### config.mk
export PLATFORM = sky130hd
export DESIGN_NAME = adc_ctl
export DESIGN_NICKNAME = d
export VERILOG_FILES = /design/src/rtl/adc_ctl_pkg.sv /design/src/rtl/adc_frame_seq.sv /design/src/rtl/adc_rx_shift.sv /design/src/rtl/adc_pwr_track.sv /design/src/rtl/adc_ctl.sv
export SDC_FILE = /design/constraint.sdc
export NUM_CORES = 1
export LEC_CHECK = 0
export ABC_AREA = 1
export BUFFER_PORTS_ARGS = -buffer_cell sky130_fd_sc_hd__buf_2
export CAP_MARGIN = 0
export CORE_ASPECT_RATIO = 2
export CORE_MARGIN = 1
export CORE_UTILIZATION = 35
export CTS_CLUSTER_DIAMETER = 30
export DETAILED_ROUTE_END_ITERATION = 8
export PLACE_DENSITY = 0.55
export RECOVER_POWER = 50
export REMOVE_ABC_BUFFERS = 1
export SLEW_MARGIN = 20
export SYNTH_ARGS = -nofsm -noshare
export SYNTH_HDL_FRONTEND = slang
export SYNTH_SLANG_ARGS = --single-unit
### constraint.sdc
create_clock -name clk -period 1.65 [get_ports clk]
set_input_delay 0.165 -clock clk [delete_from_list [all_inputs] [get_ports clk]]
set_output_delay 0.165 -clock clk [all_outputs]
set_load 0.03 [all_outputs]
### src/rtl/adc_ctl_pkg.sv
// Package: shared types for the serial ADC controller.
// Assumes: nothing beyond IEEE 1800-2017.
package adc_ctl_pkg;

    // Kind of frame currently on the wire
    typedef enum logic [1:0] {
        FK_CONV = 2'd0,
        FK_WAKE = 2'd1,
        FK_SHUT = 2'd2
    } frame_kind_e;

    // Top-level sequencing state
    typedef enum logic [1:0] {
        ST_GAP   = 2'd0,
        ST_IDLE  = 2'd1,
        ST_FRAME = 2'd2
    } ctl_state_e;

endpackage

### src/rtl/adc_frame_seq.sv
// Module: adc_frame_seq
// Generates chip-select and serial clock for one frame and counts the
// serial-clock falling edges. A frame starts with a half period of SCLK
// high, runs edge_target low/high cycles and then raises CS at the moment
// the next falling edge would have occurred.
// Assumes: start is only pulsed while no frame is active and edge_target
// stays stable for the whole frame.
module adc_frame_seq #(
    parameter int SCLK_HALF = 2,
    parameter int FRAME_LEN = 16,
    localparam int FC_W     = $clog2(FRAME_LEN + 1),
    localparam int DIV_W    = $clog2(SCLK_HALF + 1)
) (
    input  logic            clk,
    input  logic            rst_n,
    input  logic            start,
    input  logic [FC_W-1:0] edge_target,
    output logic            cs_n,
    output logic            sclk,
    output logic            rise_tick,
    output logic            ending,
    output logic [FC_W-1:0] falls
);

    logic             active_q;
    logic             sclk_q;
    logic [DIV_W-1:0] div_q;
    logic [FC_W-1:0]  falls_q;
    logic             half_done;

    // End of the current SCLK half period
    assign half_done = active_q && (div_q == DIV_W'(SCLK_HALF - 1));
    // The next edge would be a falling edge after the last wanted cycle
    assign ending    = half_done && sclk_q && (falls_q == edge_target);
    // The next edge raises SCLK: data is captured there
    assign rise_tick = half_done && !sclk_q;

    // Frame timing: divider, SCLK level, falling-edge count
    always_ff @(posedge clk) begin
        if (!rst_n) begin
            active_q <= 1'b0;
            sclk_q   <= 1'b1;
            div_q    <= '0;
            falls_q  <= '0;
        end else if (start) begin
            active_q <= 1'b1;
            sclk_q   <= 1'b1;
            div_q    <= '0;
            falls_q  <= '0;
        end else if (active_q) begin
            if (half_done) begin
                div_q <= '0;
                if (ending) begin
                    active_q <= 1'b0;
                end else begin
                    sclk_q <= ~sclk_q;
                    if (sclk_q) begin
                        falls_q <= falls_q + 1'b1;
                    end
                end
            end else begin
                div_q <= div_q + 1'b1;
            end
        end
    end

    assign cs_n  = ~active_q;
    assign sclk  = sclk_q;
    assign falls = falls_q;

endmodule

### src/rtl/adc_rx_shift.sv
// Module: adc_rx_shift
// Serial-in shift register that gathers the bits of one frame, first bit
// ending up in the most significant position.
// Assumes: clear and shift_en are never high together.
module adc_rx_shift #(
    parameter int FRAME_LEN = 16
) (
    input  logic                 clk,
    input  logic                 rst_n,
    input  logic                 clear,
    input  logic                 shift_en,
    input  logic                 sdata_in,
    output logic [FRAME_LEN-1:0] word
);

    logic [FRAME_LEN-1:0] sh_q;

    // Capture one bit per SCLK rising edge
    always_ff @(posedge clk) begin
        if (!rst_n || clear) begin
            sh_q <= '0;
        end else if (shift_en) begin
            sh_q <= {sh_q[FRAME_LEN-2:0], sdata_in};
        end
    end

    assign word = sh_q;

endmodule

### src/rtl/adc_pwr_track.sv
// Module: adc_pwr_track
// Mirrors the converter's power state. The state is decided purely by how
// many SCLK falling edges a frame had when CS rose: an awake converter
// sleeps if CS rose within [SHUT_LO, WAKE_EDGE-1], and a sleeping one wakes
// once CS stayed low through WAKE_EDGE falls.
// Assumes: ending coincides with the clock in which CS returns high.
module adc_pwr_track #(
    parameter int FC_W      = 5,
    parameter int SHUT_LO   = 2,
    parameter int WAKE_EDGE = 10
) (
    input  logic            clk,
    input  logic            rst_n,
    input  logic            start,
    input  logic            ending,
    input  logic [FC_W-1:0] falls,
    output logic            awake,
    output logic            awake_at_start
);

    logic awake_q;
    logic start_awake_q;
    logic in_sleep_win;
    logic past_wake;

    assign in_sleep_win = (falls >= FC_W'(SHUT_LO)) && (falls < FC_W'(WAKE_EDGE));
    assign past_wake    = (falls >= FC_W'(WAKE_EDGE));

    // Power state update at each CS rise
    always_ff @(posedge clk) begin
        if (!rst_n) begin
            awake_q <= 1'b1;
        end else if (ending) begin
            if (awake_q && in_sleep_win) begin
                awake_q <= 1'b0;
            end else if (!awake_q && past_wake) begin
                awake_q <= 1'b1;
            end
        end
    end

    // Remember the power state at the CS fall of the current frame
    always_ff @(posedge clk) begin
        if (!rst_n) begin
            start_awake_q <= 1'b1;
        end else if (start) begin
            start_awake_q <= awake_q;
        end
    end

    assign awake          = awake_q;
    assign awake_at_start = start_awake_q;

endmodule

### src/rtl/adc_ctl.sv
// Module: adc_ctl (top)
// Host-side controller for a 12-bit serial SAR converter. It schedules
// conversion, wake and shutdown frames, enforces a CS-high gap that keeps
// the sample rate under MAX_SPS, and returns each valid sample with a
// one-cycle strobe.
// Assumes: the converter samples at CS fall, shifts a bit out after every
// SCLK fall, and is in normal mode after reset.
module adc_ctl
    import adc_ctl_pkg::*;
#(
    parameter int DATA_W     = 12,
    parameter int FRAME_LEN  = 16,
    parameter int SCLK_HALF  = 2,
    parameter int CLK_HZ     = 50_000_000,
    parameter int MAX_SPS    = 250_000,
    parameter int GAP_MIN    = 8,
    parameter int SHUT_EDGES = 4,
    parameter int SHUT_LO    = 2,
    parameter int WAKE_EDGE  = 10
) (
    input  logic              clk,
    input  logic              rst_n,
    input  logic              req_valid,
    output logic              req_ready,
    input  logic              sd_req,
    input  logic              sleep_en,
    output logic              res_valid,
    output logic [DATA_W-1:0] res_data,
    output logic              pwr_awake,
    output logic              adc_cs_n,
    output logic              adc_sclk,
    input  logic              adc_sdata
);

    localparam int FC_W       = $clog2(FRAME_LEN + 1);
    localparam int MIN_PERIOD = (CLK_HZ + MAX_SPS - 1) / MAX_SPS;
    localparam int FRAME_CLKS = (2 * FRAME_LEN + 1) * SCLK_HALF;
    localparam int RATE_GAP   = (MIN_PERIOD > FRAME_CLKS) ? (MIN_PERIOD - FRAME_CLKS) : 0;
    localparam int GAP_EFF    = (RATE_GAP > GAP_MIN) ? RATE_GAP : GAP_MIN;
    localparam int GAP_W      = $clog2(GAP_EFF + 1);

    ctl_state_e        state_q;
    frame_kind_e       kind_q;
    frame_kind_e       start_kind;
    logic              start;
    logic              pend_conv_q;
    logic              pend_shut_q;
    logic [GAP_W-1:0]  gap_q;
    logic              gap_last;
    logic [FC_W-1:0]   edge_target;
    logic              rise_tick;
    logic              ending;
    logic [FC_W-1:0]   falls;
    logic [FRAME_LEN-1:0] rx_word;
    logic              awake;
    logic              awake_at_start;
    logic              res_valid_q;
    logic [DATA_W-1:0] res_data_q;

    assign gap_last    = (gap_q == GAP_W'(GAP_EFF - 1));
    assign edge_target = (kind_q == FK_SHUT) ? FC_W'(SHUT_EDGES) : FC_W'(FRAME_LEN);

    // Decide whether a frame starts this cycle and which kind
    always_comb begin
        start      = 1'b0;
        start_kind = FK_CONV;
        case (state_q)
            ST_GAP: begin
                if (gap_last && pend_conv_q) begin
                    start      = 1'b1;
                    start_kind = FK_CONV;
                end else if (gap_last && pend_shut_q) begin
                    start      = 1'b1;
                    start_kind = FK_SHUT;
                end
            end
            ST_IDLE: begin
                if (req_valid) begin
                    start      = 1'b1;
                    start_kind = awake ? FK_CONV : FK_WAKE;
                end else if (sd_req && awake) begin
                    start      = 1'b1;
                    start_kind = FK_SHUT;
                end
            end
            default: begin
                start = 1'b0;
            end
        endcase
    end

    // Sequencing state, gap counter and owed frames
    always_ff @(posedge clk) begin
        if (!rst_n) begin
            state_q     <= ST_GAP;
            kind_q      <= FK_CONV;
            pend_conv_q <= 1'b0;
            pend_shut_q <= 1'b0;
            gap_q       <= '0;
        end else begin
            case (state_q)
                ST_GAP: begin
                    if (gap_last) begin
                        gap_q   <= '0;
                        state_q <= start ? ST_FRAME : ST_IDLE;
                    end else begin
                        gap_q <= gap_q + 1'b1;
                    end
                end
                ST_IDLE: begin
                    if (start) begin
                        state_q <= ST_FRAME;
                    end
                end
                ST_FRAME: begin
                    if (ending) begin
                        state_q <= ST_GAP;
                        if (kind_q == FK_CONV) begin
                            pend_shut_q <= sleep_en;
                        end
                    end
                end
                default: begin
                    state_q <= ST_GAP;
                end
            endcase
            if (start) begin
                kind_q <= start_kind;
                case (start_kind)
                    FK_CONV: pend_conv_q <= 1'b0;
                    FK_WAKE: pend_conv_q <= 1'b1;
                    FK_SHUT: pend_shut_q <= 1'b0;
                    default: pend_conv_q <= pend_conv_q;
                endcase
            end
        end
    end

    adc_frame_seq #(
        .SCLK_HALF (SCLK_HALF),
        .FRAME_LEN (FRAME_LEN)
    ) u_seq (
        .clk         (clk),
        .rst_n       (rst_n),
        .start       (start),
        .edge_target (edge_target),
        .cs_n        (adc_cs_n),
        .sclk        (adc_sclk),
        .rise_tick   (rise_tick),
        .ending      (ending),
        .falls       (falls)
    );

    adc_rx_shift #(
        .FRAME_LEN (FRAME_LEN)
    ) u_rx (
        .clk      (clk),
        .rst_n    (rst_n),
        .clear    (start),
        .shift_en (rise_tick),
        .sdata_in (adc_sdata),
        .word     (rx_word)
    );

    adc_pwr_track #(
        .FC_W      (FC_W),
        .SHUT_LO   (SHUT_LO),
        .WAKE_EDGE (WAKE_EDGE)
    ) u_pwr (
        .clk            (clk),
        .rst_n          (rst_n),
        .start          (start),
        .ending         (ending),
        .falls          (falls),
        .awake          (awake),
        .awake_at_start (awake_at_start)
    );

    // Result strobe: only complete conversion frames begun while awake
    always_ff @(posedge clk) begin
        if (!rst_n) begin
            res_valid_q <= 1'b0;
            res_data_q  <= '0;
        end else begin
            res_valid_q <= ending && (kind_q == FK_CONV) && awake_at_start
                           && (falls == FC_W'(FRAME_LEN));
            if (ending && (kind_q == FK_CONV)) begin
                res_data_q <= rx_word[DATA_W-1:0];
            end
        end
    end

    assign req_ready = (state_q == ST_IDLE);
    assign res_valid = res_valid_q;
    assign res_data  = res_data_q;
    assign pwr_awake = awake;

endmodule

# ---- Word level (Yosys, flattened, before mapping)
# Index checks and enable logic that the tools add are counted.
dict set report op_classes {
  add_sub_neg 3
  magnitude_cmp 3
  eq_ne 12
  n_mux 31
  bitwise_logic 4
  reduce_logical 28
}
# operator count
set ops {}
lappend ops {{2-bit two-way mux} 9}
lappend ops {{1-bit two-way mux} 16}
lappend ops {{1-bit logical AND} 13}
lappend ops {{8-bit by 1-bit adder with 8-bit output (second input constant)} 1}
lappend ops {{8-bit == test (second input constant)} 1}
lappend ops {{8-bit two-way mux} 1}
lappend ops {{2-bit by 1-bit == test with 1-bit output (second input constant)} 3}
lappend ops {{2-bit == test (second input constant)} 3}
lappend ops {{2-bit logical NOT} 3}
lappend ops {{2-bit case mux with 3 select lines} 1}
lappend ops {{3-bit AND reduction} 2}
lappend ops {{5-bit by 1-bit adder with 5-bit output (second input constant)} 1}
lappend ops {{5-bit == test} 1}
lappend ops {{5-bit == test (second input constant)} 1}
lappend ops {{5-bit by 2-bit >= comparator with 1-bit output (second input constant)} 1}
lappend ops {{5-bit by 4-bit >= comparator with 1-bit output (second input constant)} 1}
lappend ops {{5-bit by 4-bit < comparator with 1-bit output (second input constant)} 1}
lappend ops {{5-bit two-way mux} 1}
lappend ops {{2-bit != test (second input constant)} 2}
lappend ops {{1-bit NOT} 4}
lappend ops {{1-bit case mux with 2 select lines} 2}
lappend ops {{2-bit case mux with 2 select lines} 1}
lappend ops {{2-bit AND reduction} 2}
lappend ops {{4-bit AND reduction} 1}
lappend ops {{other kinds (6)} 9}
dict set report totals {
  regBits 50
  input_bits 6
  output_inout_bits 17
  word_cells 95
}

# ---- Depth between registers and ports, before layout
dict set report logic_depth {
  ltp_word 8
  depth_mapped 11
  depth_no_buf 11
}

# ---- Cells and area by module
# Synthesis repeated with hierarchy kept, for this count alone.
dict set report hier_totals {
  hier_cells 326
  area_unflattened_um2 2512.4
}
# module n_inst cells_per_inst area_per_inst_um2
set by_module_without_submodules {}
lappend by_module_without_submodules {adc_ctl 1 162 1224.9}
lappend by_module_without_submodules {adc_rx_shift 1 71 651.9}
lappend by_module_without_submodules {adc_frame_seq 1 78 535.5}
lappend by_module_without_submodules {adc_pwr_track 1 15 100.1}

# ---- Worst setup path before layout
# OpenSTA, ideal clock, no wires.
dict set report synth_timing {
  path_type {flip-flop to flip-flop}
  start {reg u_seq.falls_q[0] (netlist: u_seq.falls[0])}
  end {reg res_data_q[2] (netlist: res_data[2])}
  arrival_time_ns 1.407
  required_ns 1.518
  path_slack_ns 0.111
  stages_incl_launch_ff 11
  path_buffers 1
  period_less_slack_ns 1.539
  path_cell_list {dfxtp_1 > inv_1 > ha_1 > inv_1 > nor2_1 > nand3_4 > nor2_8 > nand2_2 > buf_6 > nand2_1 > a21oi_1}
}
dict set report synth_between {
  elab_chain_cells 3
}
# item line
set synth_lines {}
lappend synth_lines {{start, declared} adc_frame_seq.sv:28} ;# logic [FC_W-1:0] falls_q;
lappend synth_lines {{start signal, assigned} adc_frame_seq.sv:58} ;# falls_q <= falls_q + 1'b1;
lappend synth_lines {{5-bit == test} adc_frame_seq.sv:34} ;# assign ending = half_done && sclk_q && (falls_q == edge_target);
lappend synth_lines {{1-bit logical AND} adc_frame_seq.sv:34}
lappend synth_lines {{1-bit logical AND} adc_ctl.sv:187} ;# if (ending && (kind_q == FK_CONV)) begin
lappend synth_lines {{end signal, assigned} adc_ctl.sv:188} ;# res_data_q <= rx_word[DATA_W-1:0];
lappend synth_lines {{end, declared} adc_ctl.sv:58} ;# logic [DATA_W-1:0] res_data_q;
# No other way between the ends.
# A chain may end at the register's enable or synchronous reset.

# ---- Final worst setup path
dict set report layout_timing {
  start {reg gap_q[1]}
  end {reg u_rx.sh_q[5] (netlist: u_rx.word[5])}
}
dict set report layout_between {
  elab_chain_cells 6
}
# item line
set layout_lines {}
lappend layout_lines {{start, declared} adc_ctl.sv:48} ;# logic [GAP_W-1:0] gap_q;
lappend layout_lines {{start signal, assigned} adc_ctl.sv:107} ;# gap_q <= gap_q + 1'b1;
lappend layout_lines {{8-bit == test (*)} adc_ctl.sv:60} ;# assign gap_last = (gap_q == GAP_W'(GAP_EFF - 1));
lappend layout_lines {{1-bit logical AND} adc_ctl.sv:72} ;# end else if (gap_last && pend_shut_q) begin
lappend layout_lines {{1-bit two-way mux} adc_ctl.sv:72}
lappend layout_lines {{1-bit two-way mux (*)} adc_ctl.sv:69} ;# if (gap_last && pend_conv_q) begin
lappend layout_lines {{1-bit case mux with 2 select lines (*)} adc_ctl.sv:67} ;# case (state_q)
lappend layout_lines {{1-bit logical OR (*)} adc_rx_shift.sv:20} ;# if (!rst_n || clear) begin
lappend layout_lines {{end signal, assigned} adc_rx_shift.sv:23} ;# sh_q <= {sh_q[FRAME_LEN-2:0], sdata_in};
lappend layout_lines {{end, declared} adc_rx_shift.sv:16} ;# logic [FRAME_LEN-1:0] sh_q;
# Mark *: on every way between the ends. The rest lies on a longest branch, timed or not.

==> reports/qor.csv <==
metric,value,unit
powerDensity,942.5,nW/um^2
place_congestion,0.7542,
synth_top_area_cell,dfxtp_1,
drt_iter0_drc,63,
synth_seq_cells,50,
finalClockSkew,5.844,ps
first_pass_iters,4,
cts_max_path_buffers,2,
met2_usage,33.03,%
seq_area,1001,sq um
num_vias,2038,
use_met1,16.94,%
grt_start_max_net_pins,22,
grt.total_usage,17.09,%
power_leakage,1.062,nW
p_sw,657.1,uW
nFillCells,694,
synth_area,2271,sq um
synth_top_area_share,44.08,%
drv_slew,0,
clock.fmax,0.6597,GHz
cts.clk_slew.worst_paths,70,ps
grt_pass1_vias,1971,
cap_violations,0,
yosys_warnings,0,
worstMarginPinSlew,706.2,ps
syn_to_final_growth,19.01,%
grtUsageMet3,3.683,%
cts.sinks,50,
fp.dieH,115.9,microns
dpl.hpwl,3946,microns
antenna_found_initial,0,
antennaDiodeCount,0,
multi_input_area,1105,sq um
ctsHtreeMaxLevel,2,
rsz0062_at_grt,no,
syn_inst,302,
p_comb_share,9.1,%
layout.nets,349,
synth_cell_type_count,34,
finalSetupTns,0,ps
top_usage_layer,met2,
clk_latency,300,ps
setup_viol,0,
avgSynthCellArea,7.520,sq um
drc,0,
slew_headroom,52.87,%
p_int,1.890,mW
die_area,6834,sq um
hp-class,input port to flop,
cts_tree,done,
holdWs,132.9,ps
hold_violations,0,
crit_arrival,1700,ps
start_util,36.29,%
dp_slack,73.79,ps
grt_overflow,0,
cp_max_fo,12,
avgRoutedWirePerCell,12.26,microns
drt-vias-per-instance,4.795,
swShare,25.80,%
p_clk_share,41.7,%
ys_seq_area_share,44.08,%
critPathCaptureType,flop,
fin_util,43.18,%
synth.area.top_cells,"dfxtp_1 (44%), nand2_1 (11%), nand3_1 (8.6%), a21oi_1 (8.2%), inv_1 (4.5%)",
cts_hold_buf,0,
status,finished clean,
crit_required,1840,ps
detail_route.wirelength,5209,microns
drive_gt1_share,13.27,%
finalCriticalPeriod,1516,ps
core-area,6259,sq um
power_frac_seq,49.2,%
finalCritPeriodShare,91.87,%
ios,23,
timing.final.ws_setup,134.2,ps
worstSetupPathType,flop to flop,
die_w,58.96,microns
antenna_left,0,
final_common_cell,nand2_1,
numCtsBuffers,5,
grt_pass1_wl,8825,microns
cts_root_buffer,clkbuf_16,
port-buffer-count,22,
num_rows,41,
layout_common_cells,"nand2_1 (69), dfxtp_1 (50), nand3_1 (39), a21oi_1 (37), inv_1 (27)",
ir_worst_vdd,0.6722,mV
worstSetupStartpointType,flop,
[repair_timing]
| action | in CTS | in global routing |
|---|---|---|
| setup buffers | 0 | 0 |
| resized for setup | 0 | 3 |
| setup endpoints to repair | 0 | 22 |
| hold endpoints to repair | 0 | 0 |
[routing by layer]
metal / wire length [microns] / vias up
met5: 0 / -
met4: 113 / 0
met3: 137 / 7
met2: 2927 / 28
met1: 2031 / 929
li1: - / 1074
[registers in the layout, summed over array words and instances (netlist names)]
| signal | flops |
|---|---|
| res_data | 12 |
| gap_q | 8 |
| u_rx.word | 12 |
| pend_shut_q | 1 |
| u_seq.div_q | 2 |
| pend_conv_q | 1 |
| u_pwr.awake | 1 |
| kind_q | 2 |
| u_seq.sclk | 1 |
| state_q | 2 |
| u_seq.falls | 5 |
| res_valid | 1 |
| u_pwr.awake_at_start | 1 |
| u_seq.active_q | 1 |
[cells in the mapped netlist (all sizes together)]
master   n
nand2   73
dfxtp   50
nand3   41
a21oi   37
inv     29
nor2    24
o21ai    8
buf      7
ha       5
nand4    5
nor3     5
clkbuf   4
nand3b   2
nor4     2
o22ai    2
a211oi   1
a31oi    1
and3     1
nor2b    1
nor3b    1
o211ai   1
or2      1
xor2     1
[power by group through the flow]
| stage | sequential [mW] | clock, mW | combinational (mW) |
|---|---|---|---|
| after floorplan | 1.28 | 0 | 0.138 |
| after global placement | 1.28 | 0 | 0.238 |
| after detailed placement | 1.28 | 0 | 0.241 |
| after CTS | 1.25 | 1.09 | 0.242 |
| after global routing | 1.26 | 1.14 | 0.263 |
| final | 1.25 | 1.06 | 0.233 |
[through the flow]
| step | power, mW | instances | cell area, sq um |
|---|---|---|---|
| floorplan | 1.419 | 291 | 2203 |
| global placement | 1.519 | 417 | 2569 |
| detailed placement | 1.521 | 417 | 2569 |
| CTS | 2.585 | 425 | 2720 |
| global route | 2.662 | 425 | 2703 |
| finish | 2.547 | 425 | 2703 |
[cell families (layout without fill, tap and decap cells)]
| group | count (synthesis) | count (layout) | synth area share [%] |
|---|---|---|---|
| adders and majority gates | 5 | 5 | 2.755 |
| DFF | 50 | 50 | 44.08 |
| AOI/OAI and AO/OA | 50 | 50 | 11.74 |
| xor gates and xnor gates | 1 | 1 | 0.3857 |
| and+or+nand+nor | 156 | 156 | 33.28 |
| buffers and inverters | 40 | 77 | 7.768 |
[cell type report]
type	instances	area share (%)
multi-input combinational	212	40.88
sequential	50	37.04
timing repair buffer	40	8.472
clock buffer	5	4.630
inverter	29	4.028
tap	86	3.981
clock inverter	3	0.9722
[worst paths after layout]
path	startpoint	end	slack, ps	cells after the start
hold reg to reg	res_data[10]$_SDFFE_PN0P_	res_data[10]$_SDFFE_PN0P_	470	2
setup / recovery	gap_q[1]$_SDFFE_PN0P_	u_rx.word[5]$_SDFFE_PP0P_	130	10
hold / removal	adc_sdata	u_rx.word[0]$_SDFFE_PP0P_	130	3
setup reg to reg	gap_q[1]$_SDFFE_PN0P_	u_rx.word[5]$_SDFFE_PP0P_	130	10
[critical path, cell delays in order, from the launching register on]
cell and delay [ps]:
dfxtp_1 330, inv_1 70, ha_1 130, nand3_1 90, nor2_2 150, nand2_1 110
nand2_2 90, nand3_4 120, nand2_8 130, buf_12 130, a21oi_1 40
(Power assumes the default switching activity.)
